File: config.mk
export PLATFORM = sky130hd
export DESIGN_NAME = pixel_blit_top
export DESIGN_NICKNAME = d
export VERILOG_FILES = /design/src/rtl/pbx_pkg.sv /design/src/rtl/pbx_regs.sv /design/src/rtl/pbx_walker.sv /design/src/rtl/pbx_mover.sv /design/src/rtl/pixel_blit_top.sv
export SDC_FILE = /design/constraint.sdc
export NUM_CORES = 1
export LEC_CHECK = 0
export ABC_AREA = 1
export BUFFER_PORTS_ARGS = -buffer_cell sky130_fd_sc_hd__buf_4
export CAP_MARGIN = 10
export CORE_MARGIN = 1
export CORE_UTILIZATION = 37
export DETAILED_ROUTE_END_ITERATION = 6
export PLACE_DENSITY = 0.64
export SYNTH_ARGS = -nofsm -noshare
export SYNTH_HDL_FRONTEND = slang
export SYNTH_SLANG_ARGS = --single-unit
File: constraint.sdc
create_clock -name clk -period 6.9 [get_ports clk]
set_input_delay 0.69 -clock clk [delete_from_list [all_inputs] [get_ports clk]]
set_output_delay 0.69 -clock clk [all_outputs]
set_load 0.02 [all_outputs]
File: src/rtl/pbx_pkg.sv
package pbx_pkg;
  localparam logic [3:0] FMT_RGBA8 = 4'd0;
  localparam logic [3:0] FMT_RGB8  = 4'd1;
  localparam int SRC_BPP    = 4;
  localparam int DST_BPP    = 3;
  localparam int COPY_BYTES = 3;
  localparam int NWORDS     = 6;
  localparam int TRIG_IDX   = 6;
  typedef enum logic [1:0] {ST_IDLE, ST_READ, ST_WRITE, ST_DONE} pbx_state_e;
endpackage

File: src/rtl/pbx_regs.sv
module pbx_regs #(
  parameter int ADDR_W = 32,
  parameter int CFG_W  = 32,
  parameter int GEOM_W = 16
) (
  input  logic              clk,
  input  logic              rst_n,
  input  logic              cfg_we,
  input  logic [2:0]        cfg_sel,
  input  logic [CFG_W-1:0]  cfg_wdata,
  input  logic              busy,
  output logic [ADDR_W-1:0] src_base,
  output logic [ADDR_W-1:0] dst_base,
  output logic [GEOM_W-1:0] src_w,
  output logic [GEOM_W-1:0] dst_w,
  output logic [GEOM_W-1:0] dst_h,
  output logic [3:0]        src_fmt,
  output logic [3:0]        dst_fmt,
  output logic              start
);
  import pbx_pkg::*;

  logic [CFG_W-1:0] word_q [NWORDS];
  logic [CFG_W-1:0] word_d [NWORDS];

  always_comb begin
    for (int w = 0; w < NWORDS; w++) begin
      word_d[w] = word_q[w];
      if (cfg_we && (cfg_sel == 3'(w))) word_d[w] = cfg_wdata;
    end
  end

  always_ff @(posedge clk or negedge rst_n) begin
    if (!rst_n) begin
      for (int w = 0; w < NWORDS; w++) word_q[w] <= '0;
    end else if (cfg_we) begin
      for (int w = 0; w < NWORDS; w++) word_q[w] <= word_d[w];
    end
  end

  assign src_base = word_q[0][ADDR_W-1:0];
  assign dst_base = word_q[1][ADDR_W-1:0];
  assign src_w    = word_q[2][GEOM_W-1:0];
  assign dst_w    = word_q[3][GEOM_W-1:0];
  assign dst_h    = word_q[4][GEOM_W-1:0];
  assign src_fmt  = word_q[5][3:0];
  assign dst_fmt  = word_q[5][7:4];
  assign start    = cfg_we && (cfg_sel == 3'(TRIG_IDX)) && cfg_wdata[0] && !busy;
endmodule

File: src/rtl/pbx_walker.sv
module pbx_walker #(
  parameter int ADDR_W = 32,
  parameter int GEOM_W = 16
) (
  input  logic              clk,
  input  logic              rst_n,
  input  logic              load,
  input  logic              step,
  input  logic [ADDR_W-1:0] src_base,
  input  logic [ADDR_W-1:0] dst_base,
  input  logic [GEOM_W-1:0] src_w,
  input  logic [GEOM_W-1:0] dst_w,
  input  logic [GEOM_W-1:0] dst_h,
  output logic [ADDR_W-1:0] src_pix,
  output logic [ADDR_W-1:0] dst_pix,
  output logic              last_pix,
  output logic              empty
);
  import pbx_pkg::*;

  localparam int SSW = GEOM_W + 1;
  localparam int DSW = GEOM_W + 2;

  logic [GEOM_W-1:0] cols_q, cols_d, rows_q, rows_d, x_q, x_d, y_q, y_d;
  logic [ADDR_W-1:0] srow_q, srow_d, scur_q, scur_d, drow_q, drow_d, dcur_q, dcur_d;
  logic [ADDR_W-1:0] sstr_q, sstr_d, dstr_q, dstr_d;
  logic [GEOM_W-1:0] cols_in;
  logic [SSW-1:0]    sstr_in;
  logic [DSW-1:0]    dprod;
  logic              row_end;

  assign cols_in = dst_w >> 1;
  assign sstr_in = {src_w, 1'b0};
  assign dprod   = {2'b00, dst_w} + {1'b0, dst_w, 1'b0};
  assign empty   = (cols_in == '0) || (dst_h == '0);
  assign row_end = (x_q == cols_q - GEOM_W'(1));

  always_comb begin
    cols_d = cols_q; rows_d = rows_q; x_d = x_q; y_d = y_q;
    srow_d = srow_q; scur_d = scur_q; drow_d = drow_q; dcur_d = dcur_q;
    sstr_d = sstr_q; dstr_d = dstr_q;
    if (load) begin
      cols_d = cols_in;
      rows_d = dst_h;
      x_d    = '0;
      y_d    = '0;
      srow_d = src_base;
      scur_d = src_base;
      drow_d = dst_base;
      dcur_d = dst_base;
      sstr_d = ADDR_W'(sstr_in);
      dstr_d = ADDR_W'(dprod >> 1);
    end else if (step) begin
      if (row_end) begin
        x_d    = '0;
        y_d    = y_q + GEOM_W'(1);
        srow_d = srow_q + sstr_q;
        scur_d = srow_q + sstr_q;
        drow_d = drow_q + dstr_q;
        dcur_d = drow_q + dstr_q;
      end else begin
        x_d    = x_q + GEOM_W'(1);
        scur_d = scur_q + ADDR_W'(SRC_BPP);
        dcur_d = dcur_q + ADDR_W'(DST_BPP);
      end
    end
  end

  always_ff @(posedge clk or negedge rst_n) begin
    if (!rst_n) begin
      cols_q <= '0; rows_q <= '0; x_q <= '0; y_q <= '0;
      srow_q <= '0; scur_q <= '0; drow_q <= '0; dcur_q <= '0;
      sstr_q <= '0; dstr_q <= '0;
    end else if (load || step) begin
      cols_q <= cols_d; rows_q <= rows_d; x_q <= x_d; y_q <= y_d;
      srow_q <= srow_d; scur_q <= scur_d; drow_q <= drow_d; dcur_q <= dcur_d;
      sstr_q <= sstr_d; dstr_q <= dstr_d;
    end
  end

  assign src_pix  = scur_q;
  assign dst_pix  = dcur_q;
  assign last_pix = row_end && (y_q == rows_q - GEOM_W'(1));
endmodule

File: src/rtl/pbx_mover.sv
module pbx_mover #(
  parameter int ADDR_W = 32
) (
  input  logic              clk,
  input  logic              rst_n,
  input  logic              start,
  input  logic              fmt_ok,
  input  logic              empty,
  input  logic              last_pix,
  input  logic [ADDR_W-1:0] src_pix,
  input  logic [ADDR_W-1:0] dst_pix,
  input  logic [7:0]        rd_data,
  output logic              load,
  output logic              step,
  output logic              rd_req,
  output logic [ADDR_W-1:0] rd_addr,
  output logic              wr_en,
  output logic [ADDR_W-1:0] wr_addr,
  output logic [7:0]        wr_data,
  output logic              busy,
  output logic              done,
  output logic              err
);
  import pbx_pkg::*;

  localparam int BW = $clog2(COPY_BYTES);
  localparam logic [BW-1:0] LAST_B = BW'(COPY_BYTES - 1);

  pbx_state_e    state_q, state_d;
  logic [BW-1:0] bidx_q, bidx_d, pend_idx_q;
  logic          pend_q, err_q, err_d;
  logic [7:0]    lane [COPY_BYTES];

  always_comb begin
    state_d = state_q;
    bidx_d  = bidx_q;
    err_d   = err_q;
    load    = 1'b0;
    step    = 1'b0;
    rd_req  = 1'b0;
    wr_en   = 1'b0;
    done    = 1'b0;
    unique case (state_q)
      ST_IDLE: begin
        if (start) begin
          err_d = !fmt_ok;
          if (fmt_ok) begin
            load    = 1'b1;
            bidx_d  = '0;
            state_d = empty ? ST_DONE : ST_READ;
          end
        end
      end
      ST_READ: begin
        rd_req = 1'b1;
        if (bidx_q == LAST_B) begin
          bidx_d  = '0;
          state_d = ST_WRITE;
        end else begin
          bidx_d = bidx_q + BW'(1);
        end
      end
      ST_WRITE: begin
        wr_en = 1'b1;
        if (bidx_q == LAST_B) begin
          bidx_d = '0;
          if (last_pix) begin
            state_d = ST_DONE;
          end else begin
            step    = 1'b1;
            state_d = ST_READ;
          end
        end else begin
          bidx_d = bidx_q + BW'(1);
        end
      end
      ST_DONE: begin
        done    = 1'b1;
        state_d = ST_IDLE;
      end
      default: state_d = ST_IDLE;
    endcase
  end

  always_ff @(posedge clk or negedge rst_n) begin
    if (!rst_n) begin
      state_q    <= ST_IDLE;
      bidx_q     <= '0;
      err_q      <= 1'b0;
      pend_q     <= 1'b0;
      pend_idx_q <= '0;
    end else begin
      state_q    <= state_d;
      bidx_q     <= bidx_d;
      err_q      <= err_d;
      pend_q     <= rd_req;
      pend_idx_q <= bidx_q;
    end
  end

  for (genvar g = 0; g < COPY_BYTES; g++) begin : g_lane
    logic [7:0] byte_q;
    always_ff @(posedge clk or negedge rst_n) begin
      if (!rst_n)                                  byte_q <= '0;
      else if (pend_q && (pend_idx_q == BW'(g)))   byte_q <= rd_data;
    end
    assign lane[g] = byte_q;
  end

  assign rd_addr = src_pix + ADDR_W'(bidx_q);
  assign wr_addr = dst_pix + ADDR_W'(bidx_q);
  assign wr_data = lane[bidx_q];
  assign busy    = (state_q != ST_IDLE);
  assign err     = err_q;
endmodule

File: src/rtl/pixel_blit_top.sv
module pixel_blit_top #(
  parameter int ADDR_W = 32,
  parameter int CFG_W  = 32,
  parameter int GEOM_W = 16
) (
  input  logic              clk,
  input  logic              rst_n,
  input  logic              cfg_we,
  input  logic [2:0]        cfg_sel,
  input  logic [CFG_W-1:0]  cfg_wdata,
  output logic              rd_req,
  output logic [ADDR_W-1:0] rd_addr,
  input  logic [7:0]        rd_data,
  output logic              wr_en,
  output logic [ADDR_W-1:0] wr_addr,
  output logic [7:0]        wr_data,
  output logic              busy,
  output logic              done,
  output logic              err
);
  import pbx_pkg::*;

  logic [ADDR_W-1:0] src_base, dst_base, src_pix, dst_pix;
  logic [GEOM_W-1:0] src_w, dst_w, dst_h;
  logic [3:0]        src_fmt, dst_fmt;
  logic              start, fmt_ok, load, step, last_pix, empty;

  pbx_regs #(.ADDR_W(ADDR_W), .CFG_W(CFG_W), .GEOM_W(GEOM_W)) regs_i (
    .clk(clk), .rst_n(rst_n), .cfg_we(cfg_we), .cfg_sel(cfg_sel),
    .cfg_wdata(cfg_wdata), .busy(busy), .src_base(src_base),
    .dst_base(dst_base), .src_w(src_w), .dst_w(dst_w), .dst_h(dst_h),
    .src_fmt(src_fmt), .dst_fmt(dst_fmt), .start(start)
  );

  assign fmt_ok = (src_fmt == FMT_RGBA8) && (dst_fmt == FMT_RGB8);

  pbx_walker #(.ADDR_W(ADDR_W), .GEOM_W(GEOM_W)) walk_i (
    .clk(clk), .rst_n(rst_n), .load(load), .step(step),
    .src_base(src_base), .dst_base(dst_base), .src_w(src_w),
    .dst_w(dst_w), .dst_h(dst_h), .src_pix(src_pix), .dst_pix(dst_pix),
    .last_pix(last_pix), .empty(empty)
  );

  pbx_mover #(.ADDR_W(ADDR_W)) move_i (
    .clk(clk), .rst_n(rst_n), .start(start), .fmt_ok(fmt_ok),
    .empty(empty), .last_pix(last_pix), .src_pix(src_pix),
    .dst_pix(dst_pix), .rd_data(rd_data), .load(load), .step(step),
    .rd_req(rd_req), .rd_addr(rd_addr), .wr_en(wr_en), .wr_addr(wr_addr),
    .wr_data(wr_data), .busy(busy), .done(done), .err(err)
  );
endmodule

==> Yosys cells after proc, flatten, opt, wreduce, memory -nomap -nowiden <==
Index checks and enable logic that the tools add are counted.
{ "totals": {"regBits": 376, "input_bits": 46, "output_inout_bits": 77, "wordCells": 139} }
{ "op_classes": {"add_sub_neg": 12, "order_cmp": 1, "eq_ne": 19, "mux": 41, "n_bitwise": 1, "reduce_logical": 41} }
{ "ops": {"columns": ["operator", "count"], "rows": [
  ["32-bit 2-to-1 mux", 12],
  ["16-bit 2-to-1 mux", 6],
  ["32-bit by 17-bit adder with 32-bit output", 2],
  ["32-bit by 2-bit adder with 32-bit output", 2],
  ["16-bit by 1-bit adder with 16-bit output, second input constant", 2],
  ["32-bit by 2-bit adder with 32-bit output, second input constant", 1],
  ["32-bit by 3-bit adder with 32-bit output, second input constant", 1],
  ["16-bit equality test", 2],
  ["16-bit logical NOT", 2],
  ["16-bit by 17-bit adder with 18-bit output", 1],
  ["2-bit 2-to-1 mux", 9],
  ["2-bit AND reduction", 9],
  ["8-bit binary-select mux with 2-bit select", 1],
  ["8-bit 2-to-1 mux", 2],
  ["15-bit by 1-bit subtractor with 16-bit output, second input constant", 1],
  ["16-bit by 1-bit subtractor with 16-bit output, second input constant", 1],
  ["1-bit logical AND", 14],
  ["3-bit equality test, second input constant", 3],
  ["1-bit 2-to-1 mux", 9],
  ["2-bit equality test, second input constant", 4],
  ["2-bit by 1-bit != test with 1-bit output, second input constant", 4],
  ["2-bit one-hot mux with 4 select lines", 1],
  ["2-bit nonzero test", 4],
  ["3-bit by 2-bit equality test with 1-bit output, second input constant", 2],
  ["other kinds (15)", 20]
]} }

==> Depth between registers and ports, before layout <==
{ "depth": {"word_depth": 8, "mapped_depth": 20, "ltp_nobuf": 20} }

==> Cells and area by module <==
From an unflattened synthesis, not the netlist that was laid out.
{ "hier_totals": {"cells_unflattened": 3698, "area_unflattened_um2": 25239.2} }
{ "by_module_without_submodules": {"columns": ["module", "instances", "cells_per_inst", "area_each_um2", "seq_area_each_um2"], "rows": [
  ["pbx_walker", 1, 2579, 17097.6, 5605.4],
  ["pbx_regs", 1, 534, 4717.0, 3002.9],
  ["pbx_mover", 1, 577, 3394.5, 800.8],
  ["pixel_blit_top", 1, 8, 30.0, 0.0]
]} }

==> Worst setup path before layout <==
Ideal clock, no wire load.
{ "synth_timing": {"path_type": "register -> output", "from": "reg move_i.bidx_q[0]", "to": "out wr_addr[18]", "arrival_time_ns": 2.274, "t_required_ns": 6.210, "slack_ns": 3.936, "stages_incl_launch_ff": 12, "path_buffers": 0, "cell_sequence": "dfrtp_1 ha_1 inv_1 fa_1 nor2_1 inv_1 nor2_1 inv_1 nor2_1 nand2_1 nor2_1 xor2_1"} }
{ "synth_via": {"elab_chain_len": 1} }
{ "synth_lines": {"columns": ["element", "line", "text"], "rows": [
  ["from (decl)", "pbx_mover.sv:30", "logic [BW-1:0] bidx_q, bidx_d, pend_idx_q;"],
  ["from (signal assigned)", "pbx_mover.sv:94", "bidx_q <= bidx_d;"],
  ["32-bit by 2-bit adder with 32-bit output", "pbx_mover.sv:111", "assign wr_addr = dst_pix + ADDR_W'(bidx_q);"],
  ["to (decl)", "pixel_blit_top.sv:15", "output logic [ADDR_W-1:0] wr_addr,"]
]} }
No other way between the ends.

==> Worst setup path after layout <==
{ "layout_timing": {"from": "reg move_i.bidx_q[1]", "to": "out wr_addr[26]"} }
Same word-level chain as after synthesis.

==> run_results.csv <==
group,metric,value,unit
critical_path,endpoint_kind,"primary output",
synth,ys_seq_area_share,38.0,%
global_route,grt-ovfl-total,0,
detailed_routing,drcViolationCount,16,
detailed_routing,routedWlPerCell,17.1,um
timing,min_period,4580,ps
detailed_routing,via_count,23291,
synth,yosysMostFrequentCell,"nand2_1",
clock_network,cts.clk_slew.worst_paths,60,ps
finish,fin_util,42.0,%
synth,ys_warn_count,0,
timing,skew,30.5,ps
power_and_ir_drop,leakage,0.0147,uW
critical_path,worstPathMaxFanout,6,
detailed_routing,totalWireLength,77600,um
critical_path,timing.rr.end,"walk_i.drow_q[21]",
clock_network,postCtsSetupRepairBufs,0,
detailed_routing,first_pass_iters,7,
clock_network,cts_root_buf,"clkbuf_16",
critical_path,critPathMaxStageDelay,690,ps
global_route,grt_antenna_before_repair,4,
finish,synthToLayoutAreaGrowth,11.9,%
synth,synth_area_per_cell,6.84,sq um
global_route,grt_max_degree,166,
placement,place_hpwl,56100,um
synth,synth_top_flop_cell,"dfrtp_1",
power_and_ir_drop,power_per_cell_area,189,nW/um^2
clock_network,cts_hold_buf,0,
timing,finalMaxSlewViolations,0,
timing,hold_violations,0,
global_route,grt_pass1_vias,21986,
critical_path,cp.required,6210,ps
finish,multi_input_area,13300,sq um
timing,finalSetupViolCount,0,
finish,drive_gt1_share,6.17,%
floorplan,ios,123,
critical_path,reg2reg_slack,2720,ps
finish,nFillCells,6925,
finish,register_area,9410,sq um
synth,synth.distinct_cells,47,
synth,syn_inst,3619,
timing,fin_setup_tns,0,ps
timing,rsz0062_at_grt,"no",
detailed_routing,antenna_left,0,
timing,fmax,218,MHz
critical_path,slowest_stage,"dfrtp_1",
critical_path,worst-path-buf-inv,4,
critical_path,reg2reg_from,"walk_i.cols_q[0]",
clock_network,clk_path_buf_depth,3,
clock_network,cts_tree,"yes",
detailed_routing,via_per_inst,5.12,
critical_path,crit_family,"simple AND/OR/NAND/NOR gates",
clock_network,cts_sinks,376,
timing,tightest_slew,1150,ps
synth,synth_area_leaders,"dfrtp_1, nand2_1, nand3_1",
finish,nNetsFinal,3779,
critical_path,r2r_cells,18,
clock_network,cts_resized,0,
floorplan,die_h,261,um
power_and_ir_drop,ir_drop,0.144,mV
floorplan,fp.dieW,261,um
synth,synth_area,24800,sq um
run_status,outcome,"complete, but fails checks",
synth,synth_edf_count,0,
critical_path,critical_path_class,"reg2out",
floorplan,core-area,66000,sq um
clock_network,numCtsBuffers,43,
global_route,grt.total_usage,23.0,%
run_status,failed_checks,"DRC",
clock_network,cts_max_level,2,
min_path,hold_class,"in2async",
placement,place.gp.congestion,0.934,
floorplan,die_area,68000,sq um
global_route,grt_pass1_wl,123000,um
synth,ys_async_sr_fraction,100,%
critical_path,worstPathArrival,3890,ps
synth,yosysTopAreaCell,"dfrtp_1",
critical_path,worstSetupStartpointType,"register",
synth,yosysTopAreaCellShare,38.0,%
flow_run,maxCapViolCount,0,
timing,period_share,66.4,%
synth,synth_nets,3741,
critical_path,crit_chain,"inv_1, fa_1, nor2_1, inv_1, nor2_1, inv_1, nor2_1, nand2_1, nor2_1, xor2_1, buf_4",
synth,ys_ff_latch,376,
timing,relSlewSlack,23.1,%
floorplan,rows,94,
floorplan,initial_utilization,37.5,%
detailed_routing,first_iter_violations,2227,
synth,yosys-top-cells-count,"nand2_1, inv_1, dfrtp_1",
clock_network,clk_latency,600,ps
placement,port_buffers,122,
critical_path,worst_path_most_repeated_cell,"nor2_1",
## per-stage QoR
stage / hold slack, ps / worst slack (ps) / instance area (sq um) / instances / power (uW)
3_5_place_dp: 452 / 2730 / 26300 / 4476 / 2930
4_1_cts: 37.6 / 2470 / 27700 / 4546 / 5280
6_report: 39.1 / 2320 / 27700 / 4547 / 5230
3_3_place_gp: 450 / 2860 / 26300 / 4476 / 2910
5_1_grt: 65.0 / 2210 / 27700 / 4546 / 5450
2_1_floorplan: 394 / 3940 / 24800 / 3619 / 2720
## per-layer routing
metal  global-route usage (%)  wire (um)  vias to the layer above
met2                     35.0      33800                      687
met5                        0          0                        -
met3                     3.19       4700                      110
li1                         -          -                    11537
met1                     33.7      37200                    10957
met4                     6.73       1990                        0
## how the worst max path moves through the flow
| stage | to | start | depth (start not counted) | slack, ps |
|---|---|---|---|---|
| global route | wr_addr[26] | move_i.bidx_q[1] | 11 | 2210 |
| global placement | walk_i.drow_q[31] | walk_i.cols_q[0] | 18 | 2860 |
| CTS | wr_addr[26] | move_i.bidx_q[1] | 11 | 2470 |
| detailed placement | walk_i.drow_q[4] | walk_i.cols_q[0] | 18 | 2730 |
| floorplan | wr_addr[18] | move_i.bidx_q[0] | 11 | 3940 |
| finish | wr_addr[26] | move_i.bidx_q[1] | 11 | 2320 |
## where the power goes
part	switching, uW	total, uW	internal, uW
Combinational	280	435	155
Sequential	103	2450	2350
Clock	976	2340	1370
Total	1360	5230	3870
## area by class of cell
cell class,count,share of cell area (%)
Clock buffer,54,4.14
Clock inverter,16,0.926
Timing Repair Buffer,135,3.78
Sequential cell,376,34.0
Antenna cell,1,0.00903
Multi-Input combinational cell,2709,48.0
Inverter,392,5.32
Tap cell,864,3.90
## placed cells by master (no fill, tap or decap), drive strengths merged, types with 2 or more instances in the layout
cell | netlist | routed
ha | 71 | 71
xor2 | 152 | 152
bufinv | 0 | 5
nand2 | 1316 | 1316
clkinvlp | 0 | 4
a21boi | 2 | 2
or2 | 5 | 5
o21bai | 9 | 9
nand3b | 8 | 8
o21a | 2 | 2
and2 | 2 | 2
a22oi | 7 | 7
nor3b | 3 | 3
inv | 389 | 391
a31oi | 3 | 3
nor4 | 17 | 17
nand3 | 342 | 342
nor2 | 246 | 246
a21oi | 53 | 53
nor3 | 56 | 56
clkbuf | 93 | 54
fa | 5 | 5
o21ai | 293 | 293
o22ai | 6 | 6
clkinv | 3 | 8
dfrtp | 376 | 376
a21o | 3 | 3
xnor2 | 56 | 56
buf | 49 | 135
nand4 | 44 | 44
nand2b | 2 | 2
## registers in the layout, indices dropped and copies added, names as in the netlist, 15 cells and up
name                  flops
regs_i.dst_base          32
regs_i.src_base          32
walk_i.drow_q            32
walk_i.dst_pix           32
walk_i.src_pix           32
walk_i.srow_q            32
move_i.g_lane.byte_q     24
walk_i.dstr_q            17
regs_i.dst_h             16
regs_i.dst_w             16
regs_i.src_w             16
walk_i.rows_q            16
walk_i.sstr_q            16
walk_i.x_q               16
walk_i.y_q               16
walk_i.cols_q            15
## cells by family after synthesis
family                   share of synthesized area [%]
flip-flops                                        38.0
buffers and inverters                             8.44
AO/OA/AOI/OAI                                     8.05
adder cells (fa/ha/maj)                           3.99
AND/OR/NAND/NOR                                   34.2
XOR/XNOR                                          7.36
(Power assumes the default switching activity.)
